--- src/rtl/led_det_pkg.sv ---
package led_det_pkg;

  // Number of samples in a mode-change pattern.
  localparam int unsigned PAT_LEN = 5;
  localparam int unsigned STEP_W  = $clog2(PAT_LEN);

  // One control sample: {enable/mode line, latch/mode line}.
  typedef logic [1:0] ctl_smp_t;

  typedef logic [STEP_W-1:0] pat_step_t;

  // The expected sample at a given step. The two patterns differ only at step 3.
  function automatic ctl_smp_t pattern_at(input logic exit_sel, input pat_step_t idx);
    ctl_smp_t s;
    case (idx)
      pat_step_t'(0): s = 2'b10;
      pat_step_t'(1): s = 2'b00;
      pat_step_t'(2): s = 2'b10;
      pat_step_t'(3): s = exit_sel ? 2'b10 : 2'b11;
      default:        s = 2'b10;
    endcase
    return s;
  endfunction

endpackage

--- src/rtl/led_det_rst_sync.sv ---
module led_det_rst_sync (
  input  logic clk,
  input  logic rst_n,
  output logic core_rst_n
);

  logic stage1_q;
  logic stage2_q;

  // asserted at once, released on the second edge after rst_n rises
  always_ff @(posedge clk or negedge rst_n) begin
    if (!rst_n) begin
      stage1_q <= 1'b0;
      stage2_q <= 1'b0;
    end else begin
      stage1_q <= 1'b1;
      stage2_q <= stage1_q;
    end
  end

  assign core_rst_n = stage2_q;

endmodule

--- src/rtl/led_det_seq_match.sv ---
module led_det_seq_match
  import led_det_pkg::*;
(
  input  logic     clk,
  input  logic     rst_n,
  input  logic     exit_sel,
  input  ctl_smp_t smp,
  output logic     hit
);

  localparam pat_step_t LAST_STEP = pat_step_t'(PAT_LEN - 1);

  pat_step_t step_q;
  pat_step_t step_d;
  ctl_smp_t  exp_now;
  logic      is_match;
  logic      is_first;
  logic      at_last;

  // exit_sel picks the only pattern that is looked for
  // on a mismatch, restart; a sample equal to step 0 counts as step 1
  always_comb begin
    exp_now  = pattern_at(exit_sel, step_q);
    is_match = (smp == exp_now);
    is_first = (smp == pattern_at(exit_sel, pat_step_t'(0)));
    at_last  = (step_q == LAST_STEP);
    hit      = is_match && at_last;
    if (is_match) begin
      step_d = at_last ? pat_step_t'(0) : step_q + pat_step_t'(1);
    end else begin
      step_d = is_first ? pat_step_t'(1) : pat_step_t'(0);
    end
  end

  always_ff @(posedge clk or negedge rst_n) begin
    if (!rst_n) begin
      step_q <= pat_step_t'(0);
    end else begin
      step_q <= step_d;
    end
  end

endmodule

--- src/rtl/led_det_fault_merge.sv ---
module led_det_fault_merge #(
  parameter int unsigned NCH = 24
) (
  input  logic [NCH-1:0] open_i,
  input  logic [NCH-1:0] short_i,
  output logic [NCH-1:0] fault_o
);

  // one fault bit per channel, either kind
  for (genvar ch = 0; ch < NCH; ch++) begin : g_ch
    assign fault_o[ch] = open_i[ch] | short_i[ch];
  end

endmodule

--- src/rtl/led_det_eval_capture.sv ---
module led_det_eval_capture #(
  parameter int unsigned NCH         = 24,
  parameter int unsigned EVAL_CYCLES = 16
) (
  input  logic           clk,
  input  logic           rst_n,
  input  logic           det,
  input  logic           oe_n,
  input  logic [NCH-1:0] fault,
  output logic           capture,
  output logic [NCH-1:0] result
);

  localparam int unsigned CW = $clog2(EVAL_CYCLES + 1);
  localparam logic [CW-1:0] EVAL_TGT = CW'(EVAL_CYCLES);

  logic [CW-1:0]  cnt_q,  cnt_d;
  logic [NCH-1:0] hold_q, hold_d;
  logic [NCH-1:0] res_q,  res_d;
  logic           cap_q,  cap_d;
  logic           cnt_en;
  logic           hold_en;

  always_comb begin
    // Saturating count of consecutive low samples of the enable line
    cnt_en = det && !oe_n && (cnt_q != EVAL_TGT);
    if (!det || oe_n) begin
      cnt_d = '0;
    end else if (cnt_en) begin
      cnt_d = cnt_q + CW'(1);
    end else begin
      cnt_d = cnt_q;
    end

    hold_en = det && !oe_n;
    hold_d  = hold_en ? fault : hold_q;

    // capture only on the rising enable sample after a long enough window
    cap_d = det && oe_n && (cnt_q >= EVAL_TGT);

    // the word is cleared whenever detection mode is off
    if (!det) begin
      res_d = '0;
    end else if (cap_d) begin
      res_d = hold_q;
    end else begin
      res_d = res_q;
    end
  end

  always_ff @(posedge clk or negedge rst_n) begin
    if (!rst_n) begin
      cnt_q  <= '0;
      hold_q <= '0;
      res_q  <= '0;
      cap_q  <= 1'b0;
    end else begin
      cnt_q  <= cnt_d;
      hold_q <= hold_d;
      res_q  <= res_d;
      cap_q  <= cap_d;
    end
  end

  assign capture = cap_q;
  assign result  = res_q;

endmodule

--- src/rtl/led_det_ctrl.sv ---
module led_det_ctrl
  import led_det_pkg::*;
#(
  parameter int unsigned NCH         = 24,
  parameter int unsigned EVAL_CYCLES = 16
) (
  input  logic           clk,
  input  logic           rst_n,
  input  logic           oe_mode_i,
  input  logic           le_mode_i,
  input  logic           dm_n_i,
  input  logic [NCH-1:0] open_i,
  input  logic [NCH-1:0] short_i,
  output logic           det_mode_o,
  output logic           capture_o,
  output logic [NCH-1:0] result_o,
  output logic           eflag_n_o
);

  logic           core_rst_n;
  logic           seq_hit;
  logic           seq_det_q, seq_det_d;
  logic           pin_det_q, pin_det_d;
  logic [NCH-1:0] fault_w;
  ctl_smp_t       smp;

  led_det_rst_sync u_rst_sync (
    .clk        (clk),
    .rst_n      (rst_n),
    .core_rst_n (core_rst_n)
  );

  assign smp = {oe_mode_i, le_mode_i};

  led_det_seq_match u_match (
    .clk      (clk),
    .rst_n    (core_rst_n),
    .exit_sel (seq_det_q),
    .smp      (smp),
    .hit      (seq_hit)
  );

  // a complete pattern toggles the pattern-entered state; R6: pin level
  always_comb begin
    seq_det_d = seq_det_q ^ seq_hit;
    pin_det_d = ~dm_n_i;
  end

  always_ff @(posedge clk or negedge core_rst_n) begin
    if (!core_rst_n) begin
      seq_det_q <= 1'b0;
      pin_det_q <= 1'b0;
    end else begin
      seq_det_q <= seq_det_d;
      pin_det_q <= pin_det_d;
    end
  end

  assign det_mode_o = seq_det_q | pin_det_q;

  led_det_fault_merge #(.NCH(NCH)) u_merge (
    .open_i  (open_i),
    .short_i (short_i),
    .fault_o (fault_w)
  );

  led_det_eval_capture #(.NCH(NCH), .EVAL_CYCLES(EVAL_CYCLES)) u_eval (
    .clk     (clk),
    .rst_n   (core_rst_n),
    .det     (det_mode_o),
    .oe_n    (oe_mode_i),
    .fault   (fault_w),
    .capture (capture_o),
    .result  (result_o)
  );

  // pull the flag low while the reported word carries any fault
  assign eflag_n_o = ~(|result_o);

endmodule

--- config.mk ---
export PLATFORM = sky130hd
export DESIGN_NAME = led_det_ctrl
export DESIGN_NICKNAME = d
export VERILOG_FILES = /design/src/rtl/led_det_pkg.sv /design/src/rtl/led_det_rst_sync.sv /design/src/rtl/led_det_seq_match.sv /design/src/rtl/led_det_fault_merge.sv /design/src/rtl/led_det_eval_capture.sv /design/src/rtl/led_det_ctrl.sv
export SDC_FILE = /design/constraint.sdc
export NUM_CORES = 1
export LEC_CHECK = 0
export CAP_MARGIN = 15
export CELL_PAD_IN_SITES_DETAIL_PLACEMENT = 0
export CELL_PAD_IN_SITES_GLOBAL_PLACEMENT = 1
export CORE_MARGIN = 2
export CORE_UTILIZATION = 33
export CTS_BUF_LIST = sky130_fd_sc_hd__clkbuf_4 sky130_fd_sc_hd__clkbuf_8
export DETAILED_ROUTE_END_ITERATION = 7
export GPL_TIMING_DRIVEN = 0
export HOLD_SLACK_MARGIN = 0.1
export PLACE_DENSITY_LB_ADDON = 0.12
export SKIP_LAST_GASP = 1
export SLEW_MARGIN = 20
export SYNTH_ARGS = -nofsm -noshare
export SYNTH_HDL_FRONTEND = slang
export SYNTH_SLANG_ARGS = --single-unit
--- constraint.sdc ---
create_clock -name clk -period 1.9 [get_ports clk]
set_input_delay 0.475 -clock clk [delete_from_list [all_inputs] [get_ports clk]]
set_output_delay 0.475 -clock clk [all_outputs]
set_load 0.02 [all_outputs]
==> impl_metrics.csv <==
group,metric,value,unit
grt,grt_start_max_net_pins,53,
clock_network,clk_pin_slew,0.07,ns
die,num_rows,32,
finish,stdcell_count,429,
place,place_worst_setup_slack,-0.349,ns
die,core_area,0.00761,mm2
yosys,ys_top_cells_by_area,"dfrtp_1, a22o_1, o21ai_0",
die,die_y,92.1,um
grt,grt_first_pass_wirelength,9.79,mm
outcome,violations,"setup timing",
worst_setup_path,end_kind,"output port",
clock_network,cts_made_buffers,9,
sta,drv_slew,0,
yosys,syn_area_per_cell,11.1,um2
finish,area_growth,46.3,%
run,cap_violations,0,
worst_setup_path,critPathLaunchType,"flop",
min_path,hold_path_class,"flop to async pin",
finish,postLayoutCellArea,0.00375,mm2
sta,timing.fmax,499,MHz
sta,fin_crit,2.01,ns
grt,antenna_found_initial,0,
yosys,synth_nets,290,
yosys,yosysTopAreaCell,"dfrtp_1",
yosys,yosysSeqAreaShare,59.5,%
die,initial_core_util,33.7,%
route,via_per_inst,4.63,
clock_network,clk-insertion-delay-late,0.33,ns
worst_setup_path,r2r_slack,0.17,ns
sta,grt_setup_unrepaired,"true",
power,fin_total_pwr,3.34,mW
yosys,syn_inst,231,
route,drc,0,
yosys,async_flop_share,100,%
route,vias,1987,
grt,overflow,0,
route,antenna_left,0,
finish,final_util,49.3,%
sta,fin_ws,-0.106,ns
worst_setup_path,r2r_end,"u_match.step_q[2]$_DFF_PN0_",
sta,whs,0.149,ns
clock_network,cts-root-buf,"clkbuf_8",
power,peakVddDrop,349,uV
power,p_per_area,890,mW/mm2
power,power.leakage,1.72,nW
worst_setup_path,r2r_start,"u_match.step_q[0]$_DFF_PN0_",
worst_setup_path,cp.arrival,1.53,ns
route,drt_wl_total,5.80,mm
route,wl_per_cell,13.5,um
finish,finish.net_count,381,
yosys,synth_common_cells,"dfrtp_1, nor2_1, nand2_1, o21ai_0, a22o_1",
yosys,synth_ff_type,"dfrtp_1",
grt,grt_pass1_vias,2013,
yosys,synth_most_common_cell,"dfrtp_1",
sta,finalCritPeriodShare,106,%
route,dr.pass1.iters,4,
clock_network,hold_buffers,0,
worst_setup_path,cp.required,1.42,ns
worst_setup_path,setup.worst_path.start,"u_eval.result[12]$_DFFE_PN0P_",
yosys,synth_cell_types,30,
yosys,synth_area,0.00256,mm2
yosys,synth_edf_count,0,
grt,grt_usage,14.9,%
clock_network,cts_tree,"built",
worst_setup_path,crit_type,"flop to output port",
yosys,yosysWarnings,0,
die,die_w,92.1,um
finish,diodes,0,
clock_network,cts_max_level,3,
place,dp_hpwl,4.21,mm
outcome,status,"finished, violations left",
yosys,synth_top_area_share,59.5,%
sta,fin_setup_tns,-0.106,ns
clock_network,cts.sinks,61,
sta,final-hold-violation-count,0,
clock_network,cts_buffer_depth,2,
die,num_io_pins,80,
worst_setup_path,rr_worst_depth,5,
worst_setup_path,path_max_fanout,3,
place,dp.cells,411,
yosys,ys_ff_latch,61,
place,portBuffers,77,
die,design.die.area,0.00849,mm2
place,placed_cell_area,0.00349,mm2
finish,layout-drive-gt1-share,12.8,%
route,first_iter_violations,97,
sta,setup-violations-final,1,
sta,finClkSkew,0.00581,ns
place,gp_congestion,0.733,
-- layout by cell type, fill, tap and decap left out, types with 3 or more instances in the layout --
cell / instances
nand2_1: 27
buf_4: 3
nor4_1: 3
clkdlybuf4s50_1: 72
a22o_1: 24
inv_1: 10
dfrtp_1: 60
buf_2: 3
clkbuf_2: 3
nor2_1: 31
xor2_1: 3
ha_1: 6
buf_6: 5
nand3_1: 4
dlymetal6s2s_1: 3
o21ai_0: 26
clkbuf_8: 11
-- cell type report --
| cell class | instances | area (um2) |
|---|---|---|
| plain buffers | 11 | 86.3 |
| clock buffers | 11 | 151 |
| clock inverters | 5 | 58.8 |
| fillers | 725 | 3860 |
| inverters | 10 | 37.5 |
| multi-input cells | 149 | 941 |
| flip-flops and latches | 61 | 1530 |
| well taps | 102 | 128 |
| repair buffers | 80 | 817 |
-- repair_timing --
item	4_1_cts	5_1_grt
buffers inserted	0	2
gates resized for setup	9	4
setup endpoints to repair	2	5
pin swaps	3	4
-- power by group --
part	switching, mW	internal (mW)	total [mW]
sequential	0.116	1.47	1.59
combinational	0.287	0.275	0.562
clock	0.510	0.677	1.19
-- how the worst max path moves through the flow --
stage,end,depth (start not counted)
3_3_place_gp,u_match.step_q[2]$_DFF_PN0_,0
2_1_floorplan,pin_det_q$_DFF_PN0_,0
3_5_place_dp,eflag_n_o,4
6_report,eflag_n_o,4
5_1_grt,eflag_n_o,4
4_1_cts,eflag_n_o,4
-- critical path: stages, from the launching register on --
cell	delay, ns
dfrtp_1	0.43
nor4_4	0.31
nand4_1	0.18
nor2_1	0.13
buf_4	0.15
-- state kept, by name (all words and copies together) (netlist names) --
name and count:
pin_det_q 1, u_match.step_q 3, u_rst_sync.stage1_q 1, u_eval.hold_q 24
u_eval.capture 1, seq_det_q 1, u_eval.result 24, u_rst_sync.core_rst_n 1
u_eval.cnt_q 5
-- per-layer routing --
layer  routed length (um)  part of all wire [%]  GRT usage (%)  up-vias
met5                    0                     0              0        -
met4                   93                   1.6           6.72        0
met3                  260                   4.5           3.53        7
met2                 2860                    49           23.7       54
met1                 2590                    45           19.5      938
li1                     -                     -              -      988
-- cell families after synthesis --
| kind of cell | Yosys count | share of synthesized area (%) |
|---|---|---|
| AO/OA/AOI/OAI | 58 | 16.3 |
| XOR/XNOR | 5 | 1.71 |
| adder cells (fa/ha/maj) | 6 | 2.93 |
| buffers and inverters | 21 | 4.83 |
| flip-flops | 61 | 59.5 |
| multiplexers | 1 | 0.390 |
| other | 1 | 0.146 |
| AND/OR/NAND/NOR | 78 | 14.2 |
Note: power is estimated with default switching activity, not from simulation.
